==> config.mk <==
export PLATFORM = sky130hd
export DESIGN_NAME = esc_player
export DESIGN_NICKNAME = d
export VERILOG_FILES = /design/src/rtl/esc_player_pkg.sv /design/src/rtl/esc_script_rom.sv /design/src/rtl/esc_wait_timer.sv /design/src/rtl/esc_player.sv
export SDC_FILE = /design/constraint.sdc
export NUM_CORES = 1
export LEC_CHECK = 0
export BUFFER_PORTS_ARGS = -buffer_cell sky130_fd_sc_hd__buf_4
export CAP_MARGIN = 30
export CORE_AREA = 2 2 102 104
export DETAILED_ROUTE_END_ITERATION = 16
export DIE_AREA = 0 0 104 106
export MAX_ROUTING_LAYER = met4
export PLACE_DENSITY = 0.68
export SLEW_MARGIN = 20
export SYNTH_ARGS = -nofsm -noshare
export SYNTH_HDL_FRONTEND = slang
export SYNTH_HIERARCHICAL = 1
export SYNTH_SLANG_ARGS = --single-unit
export TNS_END_PERCENT = 50
==> constraint.sdc <==
create_clock -name clk_i -period 1.8 [get_ports clk_i]
set_input_delay 0.18 -clock clk_i [delete_from_list [all_inputs] [get_ports clk_i]]
set_output_delay 0.18 -clock clk_i [all_outputs]
set_load 0.01 [all_outputs]
==> src/rtl/esc_player_pkg.sv <==
package esc_player_pkg;

  typedef enum logic [2:0] {
    ST_IDLE,
    ST_FETCH,
    ST_ARG,
    ST_STROBE,
    ST_WAIT,
    ST_RSTLOW,
    ST_DONE
  } state_e;

  typedef enum logic [2:0] {
    OP_END,
    OP_LIT,
    OP_DELAY,
    OP_SEL,
    OP_RST,
    OP_RS,
    OP_NOP
  } op_e;

  // upper nibble of a short escape argument (bit 7 clear)
  localparam logic [2:0] GRP_SEL = 3'd1;
  localparam logic [2:0] GRP_RST = 3'd2;
  localparam logic [2:0] GRP_RS  = 3'd3;

  function automatic op_e decode_arg(input logic [7:0] arg, input logic [7:0] prefix);
    op_e op;
    if (arg == prefix)      op = OP_LIT;
    else if (arg == 8'h00)  op = OP_END;
    else if (arg[7])        op = OP_DELAY;
    else begin
      case (arg[6:4])
        GRP_SEL: op = OP_SEL;
        GRP_RST: op = OP_RST;
        GRP_RS:  op = OP_RS;
        default: op = OP_NOP;
      endcase
    end
    return op;
  endfunction

endpackage

==> src/rtl/esc_script_rom.sv <==
module esc_script_rom #(
  parameter int unsigned LEN = 2,
  parameter int unsigned AW  = 2,
  parameter logic [8*LEN-1:0] BYTES = '0
) (
  input  logic [AW-1:0] addr_i,
  output logic [7:0]    byte_o
);

  logic [7:0] rom [LEN];

  // byte 0 sits in the most significant slot so scripts read left to right
  for (genvar i = 0; i < LEN; i++) begin : g_slot
    assign rom[i] = BYTES[8*(LEN-1-i) +: 8];
  end

  always_comb begin
    byte_o = 8'h00;
    if (32'(addr_i) < LEN) byte_o = rom[addr_i];
  end

endmodule

==> src/rtl/esc_wait_timer.sv <==
module esc_wait_timer #(
  parameter int unsigned CW = 8
) (
  input  logic          clk_i,
  input  logic          rst_ni,
  input  logic          load_i,
  input  logic [CW-1:0] count_i,
  output logic          last_o
);

  logic [CW-1:0] cnt_q, cnt_d;

  always_comb begin
    cnt_d = cnt_q;
    if (load_i)              cnt_d = count_i;
    else if (cnt_q != '0)    cnt_d = cnt_q - CW'(1);
  end

  always_ff @(posedge clk_i or negedge rst_ni) begin
    if (!rst_ni) cnt_q <= '0;
    else         cnt_q <= cnt_d;
  end

  // a load of C keeps the waiting state for exactly C clocks
  assign last_o = (cnt_q == CW'(1));

endmodule

==> src/rtl/esc_player.sv <==
module esc_player
  import esc_player_pkg::*;
#(
  parameter int unsigned CLK_HZ     = 50_000_000,
  parameter logic [7:0]  ESC_BYTE   = 8'hFF,
  parameter int unsigned SCRIPT_LEN = 38,
  parameter logic [8*SCRIPT_LEN-1:0] SCRIPT = {
    8'hFF, 8'h10, 8'hFF, 8'hB2, 8'hFF, 8'h2F, 8'hFF, 8'hB2,
    8'hFF, 8'h2F, 8'hFF, 8'hB2, 8'hFF, 8'h11, 8'hFF, 8'hB2,
    8'hFF, 8'h30, 8'h00, 8'h07, 8'hFF, 8'h31, 8'h00, 8'h01,
    8'hFF, 8'h30, 8'h00, 8'h07, 8'hFF, 8'h31, 8'h01, 8'h33,
    8'hFF, 8'h8A, 8'hFF, 8'h10, 8'hFF, 8'h00
  }
) (
  input  logic       clk_i,
  input  logic       rst_ni,
  input  logic       start_i,
  output logic       done_o,
  output logic       lcd_cs_no,
  output logic       lcd_rst_no,
  output logic       lcd_rs_o,
  output logic       lcd_wr_no,
  output logic [7:0] lcd_d_o
);

  localparam int unsigned TICKS_PER_MS = CLK_HZ / 1000;
  localparam int unsigned MAX_WAIT     = (15 * 16 + 2) * TICKS_PER_MS;
  localparam int unsigned CW           = $clog2(MAX_WAIT + 1);
  localparam int unsigned AW           = $clog2(SCRIPT_LEN + 1);
  localparam logic [CW-1:0] TPM_W      = CW'(TICKS_PER_MS);

  // reset synchroniser: asserts at once, releases on the clock
  logic [1:0] rsync_q;
  logic       rst_n;

  always_ff @(posedge clk_i or negedge rst_ni) begin
    if (!rst_ni) rsync_q <= 2'b00;
    else         rsync_q <= {rsync_q[0], 1'b1};
  end
  assign rst_n = rsync_q[1];

  state_e        state_q, state_d;
  logic [AW-1:0] pc_q, pc_d;
  logic          cs_n_q, cs_n_d;
  logic          prst_n_q, prst_n_d;
  logic          rs_q, rs_d;
  logic          wr_n_q, wr_n_d;
  logic [7:0]    dat_q, dat_d;
  logic          done_q, done_d;

  logic [7:0]    rom_byte;
  op_e           op;
  logic          pc_end;
  logic          tmr_load;
  logic [CW-1:0] tmr_val;
  logic          tmr_last;

  esc_script_rom #(
    .LEN   (SCRIPT_LEN),
    .AW    (AW),
    .BYTES (SCRIPT)
  ) u_rom (
    .addr_i (pc_q),
    .byte_o (rom_byte)
  );

  esc_wait_timer #(
    .CW (CW)
  ) u_timer (
    .clk_i   (clk_i),
    .rst_ni  (rst_n),
    .load_i  (tmr_load),
    .count_i (tmr_val),
    .last_o  (tmr_last)
  );

  assign op     = decode_arg(rom_byte, ESC_BYTE);
  assign pc_end = (pc_q == AW'(SCRIPT_LEN));

  always_comb begin
    state_d  = state_q;
    pc_d     = pc_q;
    cs_n_d   = cs_n_q;
    prst_n_d = prst_n_q;
    rs_d     = rs_q;
    wr_n_d   = 1'b1;
    dat_d    = dat_q;
    done_d   = done_q;
    tmr_load = 1'b0;
    tmr_val  = '0;

    unique case (state_q)
      ST_IDLE, ST_DONE: begin
        if (start_i) begin
          state_d = ST_FETCH;
          pc_d    = '0;
          done_d  = 1'b0;
        end
      end

      ST_FETCH: begin
        if (pc_end) begin
          state_d = ST_DONE;
          done_d  = 1'b1;
        end else begin
          pc_d = pc_q + AW'(1);
          if (rom_byte == ESC_BYTE) begin
            state_d = ST_ARG;
          end else begin
            wr_n_d  = 1'b0;
            dat_d   = rom_byte;
            state_d = ST_STROBE;
          end
        end
      end

      ST_ARG: begin
        if (pc_end) begin
          state_d = ST_DONE;
          done_d  = 1'b1;
        end else begin
          pc_d    = pc_q + AW'(1);
          state_d = ST_FETCH;
          case (op)
            OP_LIT: begin
              wr_n_d  = 1'b0;
              dat_d   = rom_byte;
              state_d = ST_STROBE;
            end
            OP_END: begin
              state_d = ST_DONE;
              done_d  = 1'b1;
            end
            OP_DELAY: begin
              if (rom_byte[6:0] != 7'd0) begin
                tmr_load = 1'b1;
                tmr_val  = CW'(rom_byte[6:0]) * TPM_W;
                state_d  = ST_WAIT;
              end
            end
            OP_SEL: cs_n_d = ~rom_byte[0];
            OP_RST: begin
              prst_n_d = 1'b0;
              tmr_load = 1'b1;
              tmr_val  = (CW'({rom_byte[3:0], 4'b0000}) + CW'(2)) * TPM_W;
              state_d  = ST_RSTLOW;
            end
            OP_RS:   rs_d = rom_byte[0];
            default: ;
          endcase
        end
      end

      ST_STROBE: state_d = ST_FETCH;

      ST_WAIT: begin
        if (tmr_last) state_d = ST_FETCH;
      end

      ST_RSTLOW: begin
        if (tmr_last) begin
          prst_n_d = 1'b1;
          state_d  = ST_FETCH;
        end
      end

      default: state_d = ST_IDLE;
    endcase
  end

  always_ff @(posedge clk_i or negedge rst_n) begin
    if (!rst_n) begin
      state_q  <= ST_IDLE;
      pc_q     <= '0;
      cs_n_q   <= 1'b1;
      prst_n_q <= 1'b1;
      rs_q     <= 1'b0;
      wr_n_q   <= 1'b1;
      dat_q    <= 8'h00;
      done_q   <= 1'b0;
    end else begin
      state_q  <= state_d;
      pc_q     <= pc_d;
      cs_n_q   <= cs_n_d;
      prst_n_q <= prst_n_d;
      rs_q     <= rs_d;
      wr_n_q   <= wr_n_d;
      dat_q    <= dat_d;
      done_q   <= done_d;
    end
  end

  assign done_o     = done_q;
  assign lcd_cs_no  = cs_n_q;
  assign lcd_rst_no = prst_n_q;
  assign lcd_rs_o   = rs_q;
  assign lcd_wr_no  = wr_n_q;
  assign lcd_d_o    = dat_q;

endmodule

# Word level (Yosys, flattened, before mapping)
# Memories as Yosys holds them, arrays and structs flattened.
# Index checks and enable logic that the tools add are counted.
[classes]
add_sub_neg = 3
n_mul = 2
magnitude_cmp = 2
n_eq_ne = 28
muxes = 47
n_bitwise = 3
reduce_logical = 20
[op_table]
columns = ["cell", "count"]
rows = [
  ["$mux W24", 4],
  ["$mux W8", 7],
  ["$pmux W24 S2", 1],
  ["$eq A24 B1 Y1 const B", 1],
  ["$mux W3", 8],
  ["$reduce_bool A24 Y1", 1],
  ["$sub A24 B1 Y24 const B", 1],
  ["$mux W23", 1],
  ["$mul A9 B12 Y20 const B", 1],
  ["$mul A7 B12 Y19 const B", 1],
  ["$eq A3 B2 Y1 const B", 6],
  ["$pmux W8 S2", 1],
  ["$eq A3 B3 Y1 const B", 5],
  ["$mux W1", 15],
  ["$pmux W3 S5", 1],
  ["$ne A2 B2 Y1 const B", 7],
  ["$mux W6", 2],
  ["$pmux W3 S4", 1],
  ["$pmux W6 S2", 1],
  ["$add A8 B2 Y9 const B", 1],
  ["$eq A3 B1 Y1 const B", 3],
  ["$pmux W3 S3", 1],
  ["$reduce_and A3 Y1", 3],
  ["$eq A8 B8 Y1 const B", 1],
  ["19 further kinds", 31],
]
[totals]
regBits = 48
romBits = 512
inputBits = 3
out_inout_bits = 13
wordCells = 116
mem_count = 1
[mem_list]
columns = ["memory", "words", "word_bits", "rd", "rd_ports_with_merged_regs", "wr", "line_no", "rtl"]
rows = [
  ["(no name shown)", 64, 8, 1, 0, 0, "esc_script_rom.sv:19", "if (32'(addr_i) < LEN) byte_o = rom[addr_i];"],
]

# Depth between registers and ports, before layout
# Gate-level depths: netlist (run 1).
[logic_depth]
depth_word = 15
depth_mapped = 22
mapped_depth_nobuf = 22

# Modules after synthesis
# Netlist (run 1), hierarchy kept.
[by_module_without_submodules]
columns = ["mod", "instances", "cells_per_inst", "area_per_inst_um2"]
rows = [
  ["esc_player", 1, 412, 3499.6],
  ["esc_wait_timer", 1, 154, 1506.4],
  ["esc_script_rom", 1, 56, 376.6],
]

# Worst setup path before layout (run 1)
# No wires, ideal clock.
[synth_path]
path_type = "reg2reg"
startpoint = "register pc_q[0]"
endpoint = "register u_timer.cnt_q[21]"
t_arrival_ns = 4.691
path_slack_ns = -3.011
stages_incl_launch_ff = 19
cell_sequence = "dfrtp_1 -> inv_1 -> ha_1 -> nand2b_1 -> a31oi_1 -> a21oi_1 -> inv_1 -> ha_1 -> ha_1 -> ha_1 -> ha_1 -> ha_1 -> a211oi_1 -> nor2_1 -> o41a_1 -> nand3_1 -> xor2_1 -> o22ai_1 -> a22o_1"
[synth_via]
elab_chain_cells = 15
word_cells_on_any_way = 32
classes_between = "add/sub: 1; mul: 2; order compare: 1; eq/ne: 7; mux: 16; bitwise: 1; reduce/logical: 3; memory: 1"
[synth_rtl]
columns = ["element", "line_no", "rtl"]
rows = [
  ["start, declared", "esc_player.sv:43", "logic [AW-1:0] pc_q, pc_d;"],
  ["start signal, assigned", "esc_player.sv:183", "pc_q <= pc_d;"],
  ["branches (longest 12 deep; another with $mul A9 B12 Y20)", "n/a", ""],
  ["$mux W24 (*)", "esc_player.sv:118", "if (pc_end) begin"],
  ["$mux W24 (*)", "esc_player.sv:92", "unique case (state_q)"],
  ["via tmr_val[21]", "esc_player.sv:55", "logic [CW-1:0] tmr_val;"],
  ["$mux W24 (*)", "esc_wait_timer.sv:15", "if (load_i) cnt_d = count_i;"],
  ["end signal, assigned", "esc_wait_timer.sv:21", "else cnt_q <= cnt_d;"],
  ["end, declared", "esc_wait_timer.sv:11", "logic [CW-1:0] cnt_q, cnt_d;"],
]
# Mark *: on every way through the listed nets, which the timed path passes. The select of a mux whose other input is x is not followed.
# A chain may end at the register's enable or synchronous reset.

# Worst setup path in the final report (run 1)
[layout_path]
startpoint = "register pc_q[1]"
endpoint = "register u_timer.cnt_q[20]"
# The elaborated chain is that of the path after synthesis.

==> results of run 1 <==
[layer usage]
metal,global-route usage (%),vias up,share of wire [%]
met1,38.8,2999,36
met4,15.3,0,8.6
met2,60.0,450,48
li1,-,2761,-
met5,-,-,0
met3,3.19,182,7.8
[how the worst max path moves through the flow]
stage	cells past startpoint	slack, ns	end	start
CTS	18	-2.59	u_timer/cnt_q[21]	pc_q[3]
global placement	19	-2.59	u_timer/cnt_q[22]	pc_q[1]
global route	21	-3.07	u_timer/cnt_q[18]	pc_q[0]
detailed placement	17	-2.69	u_timer/cnt_q[22]	pc_q[4]
finish	21	-2.83	u_timer/cnt_q[20]	pc_q[1]
floorplan	17	-2.47	u_timer/cnt_q[22]	pc_q[0]
[sequential cells by signal (all words and copies together), names as in the netlist]
| register | count |
|---|---|
| rsync_q | 2 |
| lcd_rst_no | 1 |
| lcd_cs_no | 1 |
| pc_q | 6 |
| done_o | 1 |
| u_timer/cnt_q | 24 |
| state_q | 3 |
| lcd_rs_o | 1 |
| lcd_d_o | 8 |
| lcd_wr_no | 1 |
[cells by family (layout without fill, tap and decap cells)]
kind of cell | Yosys count | in the layout | synth area share, %
adders and majority gates | 99 | 99 | 24.3
buffers and inverters | 51 | 286 | 3.90
and+or+nand+nor | 187 | 187 | 18.7
xor gates and xnor gates | 40 | 40 | 6.65
other | 2 | 6 | 0.140
AOI/OAI and AO/OA | 190 | 190 | 23.0
DFF | 48 | 48 | 22.4
muxes | 5 | 5 | 0.976
[final cells by class]
cell class                      count  area, sq um
Fill cell                         483         1240
Antenna cell                        1         2.50
Tap cell                          136          170
Multi-Input combinational cell    526         5190
Clock buffer                        6         82.6
Inverter                           34          133
Clock inverter                      2         38.8
Sequential cell                    48         1210
Timing Repair Buffer              244         1930
[metrics by stage]
stage	setup slack, ns	util, %	hold WS [ns]	setup TNS [ns]	instances
2_1_floorplan	-2.47	-	-0.116	-59.68	625
3_3_place_gp	-2.59	75.9	-0.0378	-71.44	950
3_5_place_dp	-2.69	75.9	-0.0365	-72.20	950
4_1_cts	-2.59	82.1	0.163	-68.86	977
5_1_grt	-3.07	87.6	0.180	-80.65	997
6_report	-2.83	87.6	0.182	-76.19	997
[worst max-delay path, delay by kind of cell, from the launching register on]
| kind | cells | cell delay [ns] |
|---|---|---|
| fa+ha+maj | 4 | 1.29 |
| flops | 1 | 0.47 |
| buf+inv | 5 | 0.60 |
| xor+xnor | 1 | 0.08 |
| simple gates | 5 | 0.94 |
| compound gates | 6 | 1.17 |
[Yosys cell counts (all sizes together) (3+ instances only)]
| library cell | count | share of area [%] |
|---|---|---|
| nor3 | 8 | 0.93 |
| a311oi | 5 | 0.93 |
| or2 | 6 | 0.70 |
| mux2i | 3 | 0.56 |
| buf | 6 | 0.77 |
| a21boi | 3 | 0.42 |
| nand2 | 53 | 3.7 |
| nor2b | 5 | 0.58 |
| or3 | 8 | 1.2 |
| nand4 | 8 | 1.0 |
| inv | 34 | 2.4 |
| o21bai | 4 | 0.56 |
| a21o | 5 | 0.72 |
| a22o | 5 | 0.81 |
| nor4 | 8 | 1.9 |
| a22oi | 9 | 1.3 |
| a211oi | 10 | 1.4 |
| dfstp | 3 | 1.5 |
| o22ai | 7 | 0.81 |
| xor2 | 17 | 2.9 |
| o31a | 5 | 0.81 |
| o21ai | 53 | 4.9 |
| nor2 | 49 | 3.5 |
| dfrtp | 45 | 21 |
| nor3b | 3 | 0.51 |
| clkbuf | 11 | 0.77 |
| and2 | 5 | 0.60 |
| a21oi | 46 | 4.3 |
| nand3 | 15 | 1.4 |
| nand2b | 5 | 0.58 |
| o31ai | 9 | 1.5 |
| and3 | 5 | 0.67 |
| ha | 90 | 21 |
| xnor2 | 23 | 3.7 |
| a31oi | 10 | 1.2 |
| fa | 9 | 3.3 |
[repair_timing]
item	in CTS	in global routing
hold buffers	1	0
setup endpoints to repair	46	46
cloned	2	0
buffers inserted	16	21
endpoints found under the hold margin	2	0
pin swaps	48	56
gates resized for setup	78	98
==> results.tsv, run 1 <==
stage	metric	value	unit
sta	Final setup viols	46	
routing	Routed WL per cell	22.7	um
clock_tree	root buffer cell	clkbuf_8	
sta	final worst-path cycle share	257	%
routing	1st-iter DRT viols	735	
clock_tree	clk_lat worst skew	0.32	ns
grt	vias in the first global route	5986	
worst_setup_path	reg2reg end	u_timer/cnt_q[20]	
grt	initial antenna violation count	1	
floorplanning	Std-Cell Rows	37	
job	max-capacitance violation count	0	
clock_tree	clock transition at the registers of the reported paths	0.10	ns
synthesis	post-synthesis sequential area ratio	22.4	%
floorplanning	Die Y	106	um
worst_setup_path	crit path kind	reg2reg	
synthesis	EDFF count, synth	0	
worst_setup_path	crit-path max FO	6	
outcome	outcome	finished, violations left	
placed_design	Placer Congestion	0.912	
sta	final setup margin	-2.83	ns
routing	First-pass DRT Iterations	5	
worst_setup_path	reg2reg path depth	21	
cells_and_area	most common cell after layout, fill and taps aside	buf_4	
synthesis	Synth Register Bits	48	
worst_setup_path	CP startpoint kind	register	
clock_tree	Longest Clk Path Bufs	2	
clock_tree	TritonCTS clock tree	done	
synthesis	YS warnings	6	
worst_setup_path	Req. time, crit path	2.04	ns
floorplanning	Ports	16	
worst_setup_path	Critical Path End Type	register	
worst_setup_path	CP max-delay cell	fa_1	
sta	Fmax	0.216	GHz
floorplanning	initial core utilization	53.8	%
grt	largest net degree at the start of global routing	25	
placed_design	post-DP HPWL	13300	um
cells_and_area	# nets final	961	
grt	total grt overflow	0	
floorplanning	floorplan core area	10000	sq um
cells_and_area	commonest cells after routing, fill and taps aside	buf_4 (219), ha_1 (45), nor2_1 (42), nand2_1 (42), ha_4 (40)	
synthesis	Synth Instances	622	
cells_and_area	share of cells above drive strength 1	52.4	%
placed_design	cell area after placement	7580	sq um
synthesis	Synth Flop Type	dfrtp_1	
clock_tree	H-tree depth	2	
grt	first-pass GRT wire length	29100	um
min_path	Worst Hold Class	in2async	
floorplanning	Die Wd	104	um
synthesis	post-synthesis area per instance	8.65	sq um
sta	Final Max Slew Viols	0	
cells_and_area	Layout area overhead	62.8	%
worst_setup_path	CP cell instances	buf_6 -> a211oi_4 -> nand3_1 -> o21ai_1 -> buf_4 -> inv_1 -> ha_4 -> and2_1 -> ha_1 -> inv_1 -> fa_1 -> inv_2 -> ha_4 -> a31oi_4 -> nand2_2 -> or3_4 -> a21boi_2 -> xor2_1 -> o22ai_1 -> nand2_1 -> o31ai_2	
worst_setup_path	setup slack, reg-to-reg	-2.83	ns
sta	Max Clock Skew	0.00920	ns
sta	setup repair after global routing missed its margin	true	
synthesis	area of the mapped netlist	5380	sq um
grt	GRT Resource Usage Total	33.8	%
synthesis	Synth cell types	81	
routing	Total Routed Length	22600	um
worst_setup_path	Largest stage delay, worst path	0.53	ns
routing	vias per cell	6.41	
sta	Hold Fails Final Rpt	0	
routing	DRC	0	
cells_and_area	post-route cell area	8760	sq um
placed_design	port bufs	15	
worst_setup_path	crit path DAT	4.87	ns
clock_tree	CTS Sinks	48	
sta	Worst Tran Pin Value	0.640	ns
outcome	failing checks	negative setup slack	
routing	via count	6392	
sta	Slew headroom	57.3	%
floorplanning	die area	11000	sq um
synthesis	asr flop ratio synth	100	%
routing	Routed Antenna Nets	0	
worst_setup_path	reg2reg start	pc_q[1]	
sta	min Tclk post-route	4.63	ns
clock_tree	Inserted Clock Buffers	5	
Power of run 1 is left out: the tool's default activity adds up to more than one toggle a clock period on the data nets, which glitch-free logic cannot reach.
==> run 2, diff against run 1 <==
BUFFER_PORTS_ARGS = not set   (was -buffer_cell sky130_fd_sc_hd__buf_4)
DONT_BUFFER_PORTS = 1   (was not set)
PLACE_DENSITY = 0.67   (was 0.68)
TNS_END_PERCENT = not set   (was 50)
==> results.tsv, run 2 (synthesis results as in run 1) <==
stage	metric	value	unit
worst_setup_path	CP startpoint kind	register	
cells_and_area	share of cells above drive strength 1	55.2	%
cells_and_area	# nets final	973	
cells_and_area	fillcell total	410	
clock_tree	clock transition at the registers of the reported paths	0.09	ns
clock_tree	TritonCTS clock tree	done	
routing	DRC	0	
sta	Hold Fails Final Rpt	0	
sta	final setup margin	-2.88	ns
clock_tree	clk_lat worst skew	0.32	ns
routing	Routed WL per cell	23.2	um
grt	vias in the first global route	6247	
floorplanning	initial core utilization	53.8	%
worst_setup_path	crit path DAT	4.89	ns
sta	Fmax	0.214	GHz
worst_setup_path	Critical Path End Type	register	
clock_tree	Longest Clk Path Bufs	2	
worst_setup_path	crit-path max FO	5	
sta	min Tclk post-route	4.68	ns
grt	GRT Resource Usage Total	36.9	%
floorplanning	floorplan core area	10000	sq um
floorplanning	Die Wd	104	um
routing	via count	6403	
placed_design	port bufs	0	
sta	setup repair after global routing missed its margin	true	
clock_tree	H-tree depth	2	
clock_tree	Inserted Clock Buffers	5	
placed_design	post-DP HPWL	13600	um
cells_and_area	most common cell after layout, fill and taps aside	buf_4	
outcome	outcome	finished, violations left	
cells_and_area	commonest cells after routing, fill and taps aside	buf_4 (207), ha_1 (43), ha_4 (42), buf_6 (42), nor2_1 (41)	
routing	vias per cell	6.35	
clock_tree	root buffer cell	clkbuf_8	
cells_and_area	post-route cell area	9050	sq um
cells_and_area	largest reg by FF count	u_timer/cnt_q	
sta	Final setup viols	46	
sta	Worst Tran Pin Value	0.601	ns
job	max-capacitance violation count	0	
cells_and_area	n_diodes	0	
outcome	failing checks	negative setup slack	
worst_setup_path	reg2reg start	pc_q[1]	
routing	1st-iter DRT viols	674	
floorplanning	Die Y	106	um
clock_tree	CTS Sinks	48	
cells_and_area	Layout area overhead	68.1	%
placed_design	cell area after placement	7460	sq um
min_path	Worst Hold Class	in2async	
grt	total grt overflow	0	
worst_setup_path	Req. time, crit path	2.01	ns
grt	initial antenna violation count	0	
worst_setup_path	crit path kind	reg2reg	
routing	First-pass DRT Iterations	5	
placed_design	Placer Congestion	0.927	
cells_and_area	Largest register FFs	24	
worst_setup_path	worst setup path start	pc_q[1]	
routing	Routed Antenna Nets	0	
grt	first-pass GRT wire length	31600	um
sta	final worst-path cycle share	260	%
floorplanning	Ports	16	
sta	Max Clock Skew	0.00984	ns
sta	Slew headroom	59.8	%
floorplanning	die area	11000	sq um
floorplanning	Std-Cell Rows	37	
routing	Total Routed Length	23400	um
grt	largest net degree at the start of global routing	25	
sta	Final Max Slew Viols	0	
[run 2: cell types whose count changed in the layout (fill, tap and decap cells not counted), sizes merged]
cell      delta
clkinv       -1
buf         +11
clkinvlp     +2
diode        -1
bufinv       -1
clkbuf       +1
[run 2: per-stage QoR]
stage / hold WS [ns] / util, % / std cells / TNS (ns) / setup WS [ns]
after floorplan: -0.116 / - / 625 / -59.21 / -2.47
after global placement: -0.116 / 74.6 / 926 / -70.65 / -2.57
after detailed placement: -0.116 / 74.6 / 926 / -72.49 / -2.63
after CTS: 0.0898 / 84.9 / 980 / -67.52 / -2.52
after global routing: 0.0813 / 90.5 / 1008 / -80.97 / -3.03
final: 0.0856 / 90.5 / 1008 / -77.77 / -2.88
[run 2: area by class of cell]
cell class	instances	area, sq um	share of cell area (%)
flip-flops and latches	48	1210	13.4
multi-input cells	526	5280	58.4
repair buffers	256	2150	23.8
inverters	34	135	1.49
well taps	136	170	1.88
clock buffers	6	82.6	0.913
clock inverters	2	15.0	0.166
[run 2: path summary, 6_finish.rpt]
check / slack, ns / cells past startpoint / to
worst max-delay path: -2.88 / 20 / u_timer/cnt_q[19]
worst min-delay path: 0.09 / 1 / rsync_q[0]
worst max register to register: -2.88 / 20 / u_timer/cnt_q[19]
worst min register to register: 0.27 / 0 / state_q[0]
max in group asynchronous: 0.92 / 1 / u_timer/cnt_q[15]
min in group clk_i: 0.23 / 4 / state_q[0]
[run 2: per-layer routing]
metal / part of all wire (%) / wire length [um] / vias to the layer above / global-route usage (%)
met5: 0 / 0 / - / -
met4: 8.1 / 1880 / 0 / 18.7
met3: 6.2 / 1450 / 169 / 4.29
met2: 49 / 11500 / 388 / 65.3
met1: 36 / 8490 / 3065 / 41.4
li1: - / - / 2781 / -
[run 2: what timing repair did]
item / in CTS / in global routing
setup endpoints to repair: 46 / 46
gates cloned: 1 / 3
hold endpoints to repair: 2 / 0
pin swaps: 53 / 56
hold buffers: 1 / 0
gates resized for setup: 137 / 85
setup buffers: 44 / 30
[run 2: worst max-delay path, stage by stage, from the launching register on]
cell      delay (ns)
dfrtp_2         0.48
inv_4           0.10
ha_4            0.16
or3b_1          0.41
a21oi_2         0.22
o21ai_4         0.15
ha_4            0.31
ha_4            0.20
ha_4            0.26
inv_2           0.03
fa_1            0.49
inv_2           0.05
ha_4            0.24
a211oi_4        0.26
o21ai_2         0.13
a211oi_2        0.39
o21bai_1        0.16
xnor2_1         0.25
o22ai_1         0.13
nand2_1         0.09
o21ai_1         0.06
Power of run 2 is left out for the same reason.
